### config.mk
export PLATFORM = sky130hd
export DESIGN_NAME = adc_conv_seq
export DESIGN_NICKNAME = d
export VERILOG_FILES = /design/src/rtl/adc_seq_pkg.sv /design/src/rtl/adc_sclk_div.sv /design/src/rtl/adc_spi_byte.sv /design/src/rtl/adc_frame_wdog.sv /design/src/rtl/adc_conv_seq.sv
export SDC_FILE = /design/constraint.sdc
export NUM_CORES = 1
export LEC_CHECK = 0
export BUFFER_PORTS_ARGS = -buffer_cell sky130_fd_sc_hd__buf_2
export CORE_MARGIN = 1.5
export CORE_UTILIZATION = 59
export CTS_CLUSTER_SIZE = 28
export DETAILED_ROUTE_END_ITERATION = 8
export PLACE_DENSITY = 0.8
export REMOVE_ABC_BUFFERS = 1
export SYNTH_ARGS = -nofsm -noshare
export SYNTH_HDL_FRONTEND = slang
export SYNTH_SLANG_ARGS = --single-unit
### constraint.sdc
create_clock -name clk -period 3.55 [get_ports clk]
set_clock_uncertainty 0.15 [all_clocks]
set_input_delay 0.71 -clock clk [delete_from_list [all_inputs] [get_ports clk]]
set_output_delay 0.71 -clock clk [all_outputs]
set_load 0.05 [all_outputs]
### src/rtl/adc_seq_pkg.sv
package adc_seq_pkg;

    localparam int BYTE_W    = 8;
    localparam int CH_W      = 3;
    localparam int RES_W     = 10;
    localparam int SUB_W     = 2;
    localparam int TRAIL_W   = 3;
    localparam int RES_LSB   = SUB_W + TRAIL_W;
    localparam int NUM_BYTES = 3;
    localparam int IDX_W     = $clog2(NUM_BYTES);

    typedef enum logic [1:0] {
        ST_IDLE = 2'd0,
        ST_XFER = 2'd1,
        ST_GAP  = 2'd2
    } seq_st_e;

    // command byte: start bit, channel, polarity, input mode, external-clock code
    function automatic logic [BYTE_W-1:0] build_ctrl(
        input logic [CH_W-1:0] ch,
        input logic            bip,
        input logic            sgl
    );
        return {1'b1, ch, ~bip, sgl, 2'b11};
    endfunction

endpackage

### src/rtl/adc_sclk_div.sv
module adc_sclk_div #(
    parameter int DIV_W = 8
) (
    input  logic             clk,
    input  logic             rst_n,
    input  logic             en,
    input  logic [DIV_W-1:0] div,
    output logic             tick
);

    logic [DIV_W-1:0] cnt_d, cnt_q;

    always_comb begin
        tick  = en && (cnt_q == div - DIV_W'(1));
        cnt_d = cnt_q + DIV_W'(1);
        if (!en || tick) begin
            cnt_d = '0;
        end
    end

    always_ff @(posedge clk or negedge rst_n) begin
        if (!rst_n) begin
            cnt_q <= '0;
        end else begin
            cnt_q <= cnt_d;
        end
    end

endmodule

### src/rtl/adc_spi_byte.sv
module adc_spi_byte
    import adc_seq_pkg::*;
(
    input  logic              clk,
    input  logic              rst_n,
    input  logic              load,
    input  logic [BYTE_W-1:0] tx_byte,
    input  logic              tick,
    input  logic              miso,
    output logic              sclk,
    output logic              mosi,
    output logic              busy,
    output logic              done,
    output logic [BYTE_W-1:0] rx_byte
);

    localparam int BC_W = $clog2(BYTE_W);

    typedef struct packed {
        logic              run;
        logic              sclk;
        logic [BC_W-1:0]   bit_cnt;
        logic [BYTE_W-1:0] tx;
        logic [BYTE_W-1:0] rx;
        logic              done;
    } sh_t;

    sh_t sh_d, sh_q;

    always_comb begin
        sh_d      = sh_q;
        sh_d.done = 1'b0;
        if (load) begin
            sh_d.run     = 1'b1;
            sh_d.sclk    = 1'b0;
            sh_d.bit_cnt = '0;
            sh_d.tx      = tx_byte;
        end else if (sh_q.run && tick) begin
            if (!sh_q.sclk) begin
                // rising edge: capture the incoming bit
                sh_d.sclk = 1'b1;
                sh_d.rx   = {sh_q.rx[BYTE_W-2:0], miso};
            end else begin
                // falling edge: launch the next bit or finish
                sh_d.sclk = 1'b0;
                if (sh_q.bit_cnt == BC_W'(BYTE_W - 1)) begin
                    sh_d.run  = 1'b0;
                    sh_d.done = 1'b1;
                end else begin
                    sh_d.bit_cnt = sh_q.bit_cnt + BC_W'(1);
                    sh_d.tx      = {sh_q.tx[BYTE_W-2:0], 1'b0};
                end
            end
        end
    end

    always_ff @(posedge clk or negedge rst_n) begin
        if (!rst_n) begin
            sh_q <= '0;
        end else begin
            sh_q <= sh_d;
        end
    end

    assign sclk    = sh_q.sclk;
    assign mosi    = sh_q.run & sh_q.tx[BYTE_W-1];
    assign busy    = sh_q.run;
    assign done    = sh_q.done;
    assign rx_byte = sh_q.rx;

endmodule

### src/rtl/adc_frame_wdog.sv
module adc_frame_wdog #(
    parameter int LIMIT = 480
) (
    input  logic clk,
    input  logic rst_n,
    input  logic clear,
    input  logic run,
    output logic over
);

    localparam int LIM_W = $clog2(LIMIT + 2);

    logic [LIM_W-1:0] cnt_d, cnt_q;

    always_comb begin
        cnt_d = cnt_q;
        if (clear) begin
            cnt_d = '0;
        end else if (run && (cnt_q <= LIM_W'(LIMIT))) begin
            cnt_d = cnt_q + LIM_W'(1);
        end
    end

    always_ff @(posedge clk or negedge rst_n) begin
        if (!rst_n) begin
            cnt_q <= '0;
        end else begin
            cnt_q <= cnt_d;
        end
    end

    assign over = (cnt_q > LIM_W'(LIMIT));

endmodule

### src/rtl/adc_conv_seq.sv
module adc_conv_seq
    import adc_seq_pkg::*;
#(
    parameter int SYS_CLK_HZ  = 50_000_000,
    parameter int SCLK_MIN_HZ = 100_000,
    parameter int SCLK_MAX_HZ = 2_000_000,
    parameter int TIMEOUT_US  = 120,
    parameter int DIV_W       = 8,
    parameter int GAP_W       = 8
) (
    input  logic             clk,
    input  logic             rst_n,
    input  logic             start_i,
    input  logic [2:0]       chan_i,
    input  logic             bipolar_i,
    input  logic             single_i,
    input  logic [DIV_W-1:0] div_i,
    input  logic [GAP_W-1:0] gap_i,
    output logic             busy_o,
    output logic             done_o,
    output logic [9:0]       result_o,
    output logic [10:0]      value_o,
    output logic             err_o,
    output logic             cs_n_o,
    output logic             sclk_o,
    output logic             mosi_o,
    input  logic             miso_i
);

    localparam longint DIV_MIN_RAW =
        (longint'(SYS_CLK_HZ) + 2 * longint'(SCLK_MAX_HZ) - 1) / (2 * longint'(SCLK_MAX_HZ));
    localparam longint DIV_MAX_RAW = longint'(SYS_CLK_HZ) / (2 * longint'(SCLK_MIN_HZ));
    localparam int     DIV_MIN     = (DIV_MIN_RAW < 1) ? 1 : int'(DIV_MIN_RAW);
    localparam int     DIV_MAX     = (DIV_MAX_RAW < DIV_MIN_RAW) ? DIV_MIN : int'(DIV_MAX_RAW);
    localparam int     WD_LIMIT    =
        int'((longint'(SYS_CLK_HZ) * longint'(TIMEOUT_US)) / 64'd1_000_000);
    localparam int     RX1_W       = BYTE_W - 1;

    typedef struct packed {
        seq_st_e           st;
        logic              cs_n;
        logic              load;
        logic [BYTE_W-1:0] tx;
        logic [IDX_W-1:0]  idx;
        logic [DIV_W-1:0]  div;
        logic [GAP_W-1:0]  gap;
        logic [GAP_W-1:0]  gap_cnt;
        logic              bip;
        logic [RX1_W-1:0]  rx1;
        logic [RES_W-1:0]  result;
        logic [RES_W:0]    value;
        logic              err;
        logic              done;
    } ctl_t;

    ctl_t ctl_d, ctl_q;

    logic              tick;
    logic              sh_busy;
    logic              sh_done;
    logic [BYTE_W-1:0] sh_rx;
    logic              wd_over;
    logic [DIV_W-1:0]  div_eff;
    logic [RES_W-1:0]  code;

    // keep the serial clock inside the legal window
    always_comb begin
        div_eff = div_i;
        if (div_i < DIV_W'(DIV_MIN)) begin
            div_eff = DIV_W'(DIV_MIN);
        end else if (div_i > DIV_W'(DIV_MAX)) begin
            div_eff = DIV_W'(DIV_MAX);
        end
    end

    // padded word {rx1, rx2}: one lead zero, code, sub-LSBs, trailing zeros
    assign code = {ctl_q.rx1, sh_rx[BYTE_W-1:RES_LSB]};

    always_comb begin
        ctl_d      = ctl_q;
        ctl_d.load = 1'b0;
        ctl_d.done = 1'b0;
        unique case (ctl_q.st)
            ST_IDLE: begin
                if (start_i) begin
                    ctl_d.st   = ST_XFER;
                    ctl_d.cs_n = 1'b0;
                    ctl_d.load = 1'b1;
                    ctl_d.tx   = build_ctrl(chan_i, bipolar_i, single_i);
                    ctl_d.idx  = '0;
                    ctl_d.div  = div_eff;
                    ctl_d.gap  = gap_i;
                    ctl_d.bip  = bipolar_i;
                end
            end
            ST_XFER: begin
                if (sh_done) begin
                    if (ctl_q.idx == IDX_W'(NUM_BYTES - 1)) begin
                        ctl_d.st     = ST_IDLE;
                        ctl_d.cs_n   = 1'b1;
                        ctl_d.done   = 1'b1;
                        ctl_d.result = code;
                        ctl_d.value  = ctl_q.bip ? {code[RES_W-1], code} : {1'b0, code};
                        ctl_d.err    = wd_over;
                    end else begin
                        if (ctl_q.idx == IDX_W'(1)) begin
                            ctl_d.rx1 = sh_rx[RX1_W-1:0];
                        end
                        ctl_d.idx = ctl_q.idx + IDX_W'(1);
                        ctl_d.tx  = '0;
                        if (ctl_q.gap == '0) begin
                            ctl_d.load = 1'b1;
                        end else begin
                            ctl_d.st      = ST_GAP;
                            ctl_d.gap_cnt = ctl_q.gap;
                        end
                    end
                end
            end
            ST_GAP: begin
                ctl_d.gap_cnt = ctl_q.gap_cnt - GAP_W'(1);
                if (ctl_q.gap_cnt == GAP_W'(1)) begin
                    ctl_d.st   = ST_XFER;
                    ctl_d.load = 1'b1;
                end
            end
            default: begin
                ctl_d.st   = ST_IDLE;
                ctl_d.cs_n = 1'b1;
            end
        endcase
    end

    always_ff @(posedge clk or negedge rst_n) begin
        if (!rst_n) begin
            ctl_q      <= '0;
            ctl_q.cs_n <= 1'b1;
        end else begin
            ctl_q <= ctl_d;
        end
    end

    adc_sclk_div #(
        .DIV_W (DIV_W)
    ) u_div (
        .clk   (clk),
        .rst_n (rst_n),
        .en    (sh_busy),
        .div   (ctl_q.div),
        .tick  (tick)
    );

    adc_spi_byte u_shift (
        .clk     (clk),
        .rst_n   (rst_n),
        .load    (ctl_q.load),
        .tx_byte (ctl_q.tx),
        .tick    (tick),
        .miso    (miso_i),
        .sclk    (sclk_o),
        .mosi    (mosi_o),
        .busy    (sh_busy),
        .done    (sh_done),
        .rx_byte (sh_rx)
    );

    adc_frame_wdog #(
        .LIMIT (WD_LIMIT)
    ) u_wdog (
        .clk   (clk),
        .rst_n (rst_n),
        .clear (ctl_q.st == ST_IDLE),
        .run   ((ctl_q.st != ST_IDLE) && (ctl_q.idx != '0)),
        .over  (wd_over)
    );

    assign busy_o   = (ctl_q.st != ST_IDLE);
    assign done_o   = ctl_q.done;
    assign result_o = ctl_q.result;
    assign value_o  = ctl_q.value;
    assign err_o    = ctl_q.err;
    assign cs_n_o   = ctl_q.cs_n;

endmodule

==> flow_metrics.py <==
metrics = {
    "timing": {
        "hold_viol": 0,
        "fin_crit_ns": 3.07,
        "setup_violations": 0,
        "worstMarginPinSlew_ns": 0.903,
        "slew_violations": 0,
        "period_share_pct": 86.4,
        "rsz0062_at_grt": "no",
        "fin_tns_setup_ns": 0,
        "layout_setup_ws_ns": 0.483,
        "fmax_mhz": 326,
        "slew_headroom_pct": 39.7,
    },
    "floorplanning": {
        "core_sq_um": 8130,
        "die_y_um": 94.1,
        "die_x_um": 94.1,
        "num_rows": 33,
        "initial_core_util_pct": 60.2,
        "top_level_ports": 52,
        "die-area_sq_um": 8850,
    },
    "setup_path": {
        "critPathLaunchType": "flop",
        "critPathKind": "flop to flop",
        "critPathLaunch": "ctl_q[47]$_DFFE_PN0P_",
        "crit_required_ns": 3.65,
        "endpoint_kind": "flop",
        "cp_data_arrival_time_ns": 3.17,
        "crit_fanout": 9,
        "worstRegToRegCells": 8,
        "r2r_slack_ns": 0.48,
        "crit_end": "u_shift.rx_byte[5]$_DFFE_PN0P_",
        "worstReg2RegStart": "ctl_q[47]$_DFFE_PN0P_",
        "timing.rr.end": "u_shift.rx_byte[5]$_DFFE_PN0P_",
    },
    "grt": {
        "gr-usage-all-layers_pct": 24.7,
        "grt-ovfl-total": 0,
        "antenna_found_initial": 0,
        "grt_max_degree": 50,
        "grt_pass1_wl_um": 17100,
        "grt_pass1_vias": 3551,
    },
    "yosys": {
        "ys_types": 54,
        "yosysSeqAreaShare_pct": 51.2,
        "syn_area_per_cell_sq_um": 10.3,
        "yosys_warnings": 0,
        "ys_ff_latch": 100,
        "synth-edff-count": 0,
        "yosysMostFrequentCell": "dfrtp_1",
        "synth_top_area_share_pct": 50.6,
        "ys_top_cells_by_area": "dfrtp_1 51%, nand2_1 5.8%, mux2_2 4.4%",
        "synthTopCellsByCount": "99 x dfrtp_1, 76 x nand2_1, 36 x nor2_1",
        "synth_area_sq_um": 4890,
        "netlist_instances": 474,
        "ys.flop_type": "dfrtp_1",
        "ys_async_sr_fraction_pct": 100,
        "synth_top_area_cell": "dfrtp_1",
    },
    "place": {
        "dp_hpwl_um": 6900,
        "pre_cts_slack_ns": 0.535,
        "gp_congestion": 0.954,
        "place_area_sq_um": 5100,
        "io_buffers": 51,
        "placedCellCount": 599,
    },
    "drt": {
        "drt-initial-drc-count": 156,
        "drt_first_pass_iters": 4,
        "routed_wl_um": 9940,
        "drtAntennaViolNets": 0,
        "post_drt_wl_per_cell_um": 16.2,
        "num_vias": 3548,
        "viasPerCell": 5.77,
        "drc_errors": 0,
    },
    "clocking": {
        "clk_path_buf_depth": 2,
        "cts_buffers": 9,
        "cts_sinks": 100,
        "tritoncts": "yes",
        "cts_hold_buf": 0,
        "cts_setup_buffers": 0,
        "clock_latency_ns": 0.37,
        "htreeDepth": 3,
        "root_buffer": "clkbuf_8",
        "post_cts_resize_count": 0,
        "path_clk_slew_ns": 0.10,
    },
    "layout": {
        "design_area_sq_um": 5310,
        "drive_gt1_share_pct": 22.9,
        "fill_cells": 647,
        "area_delta_synth_final_pct": 8.41,
        "layout.nets": 538,
        "n_antenna_cell": 0,
        "fin_cells": 615,
    },
    "power": {
        "worst_ir_drop_vdd_v": 0.000202,
        "p_per_area_nw_per_um2": 367,
        "power_leakage_nw": 2.75,
    },
    "min_path": {
        "hold_class": "primary input to async pin",
    },
    "job": {
        "cap_viol_max_count": 0,
    },
    "outcome": {
        "outcome": "completed",
    },
}
-- where the power goes --
part / internal [mW] / total (mW) / switching (mW)
sequential: 1.14 / 1.15 / 0.00455
clock: 0.349 / 0.751 / 0.402
combinational: 0.0187 / 0.0507 / 0.0320
total: 1.51 / 1.95 / 0.439
-- kinds of logic (layout without fill, tap and decap cells) --
kind of cell / Yosys count / count (layout) / synth area share, %
buffers and inverters: 48 / 84 / 5.47
AOI/OAI and AO/OA: 66 / 66 / 9.64
xor gates and xnor gates: 19 / 19 / 3.40
and+or+nand+nor: 195 / 195 / 19.2
DFF: 100 / 100 / 51.2
muxes: 38 / 38 / 9.07
adders and majority gates: 8 / 8 / 2.05
-- per-layer routing --
metal	share of wire [%]	up-vias	GRT usage, %
met2	48	95	39.7
met4	1.1	0	6.22
li1	-	1687	-
met1	46	1757	34.2
met3	4.5	9	5.58
met5	0	-	0
-- cells in the final DEF, fill, tap and decap left out, drive strengths merged, types with 3 or more instances in the layout --
master and count:
a21o 5, mux2i 11, o221a 5, a211oi 6, clkbuf 11, nand2 76, and3 5, a22o 5
clkinv 4, nand4 8, ha 8, xnor2 9, dfrtp 99, xor2 10, mux2 27, buf 56
nor4 5, a21oi 12, nor2b 10, inv 12, nor2 36, and2 4, o21ai 13, nand3 13
a31oi 4, or3 4, nor3 14, nand2b 7, o211ai 3
-- sequential cells by signal, summed over array words and instances (netlist names) --
register         count
code                 7
cs_n_o               1
ctl_q               36
done_o               1
err_o                1
result_o             9
u_div.cnt_q          8
u_shift.busy         1
u_shift.done         1
u_shift.rx_byte      8
u_shift.sclk         1
u_shift.sh_q        11
u_wdog.cnt_q        13
value_o              2
-- how the worst min path moves through the flow --
stage	to	depth (start not counted)
floorplan	code[3]$_DFFE_PN0P_	0
global placement	ctl_q[30]$_DFFE_PN0P_	2
detailed placement	ctl_q[30]$_DFFE_PN0P_	2
CTS	u_shift.sh_q[16]$_DFFE_PN0P_	1
global route	u_shift.sh_q[16]$_DFFE_PN0P_	1
finish	u_shift.sh_q[16]$_DFFE_PN0P_	1
-- stage by stage --
step                      total power, mW  utilization [%]  hold slack [ns]
after floorplan                      1.18                -            0.264
after global placement               1.22             62.7            0.311
after detailed placement             1.22             62.7            0.320
after CTS                            1.96             65.2            0.220
after global routing                 2.02             65.2            0.239
final                                1.95             65.2            0.203
-- critical path, stage by stage, from the launching register on --
cell and delay, ns:
dfrtp_1 0.43, inv_1 0.09, ha_1 0.19, or3b_2 0.47, o2bb2ai_1 0.16, a211oi_1 0.34, nand3_2 0.14, or3_1 0.60
mux2_4 0.38
-- area by class of cell --
type / count / area, sq um / share of cell area [%]
flip-flops and latches: 100 / 2500 / 47.2
multi-input cells: 326 / 2130 / 40.1
repair buffers: 56 / 295 / 5.56
clock buffers: 11 / 141 / 2.66
well taps: 105 / 131 / 2.48
clock inverters: 5 / 61.3 / 1.16
inverters: 12 / 45.0 / 0.849
Note: power is estimated with default switching activity, not from simulation.
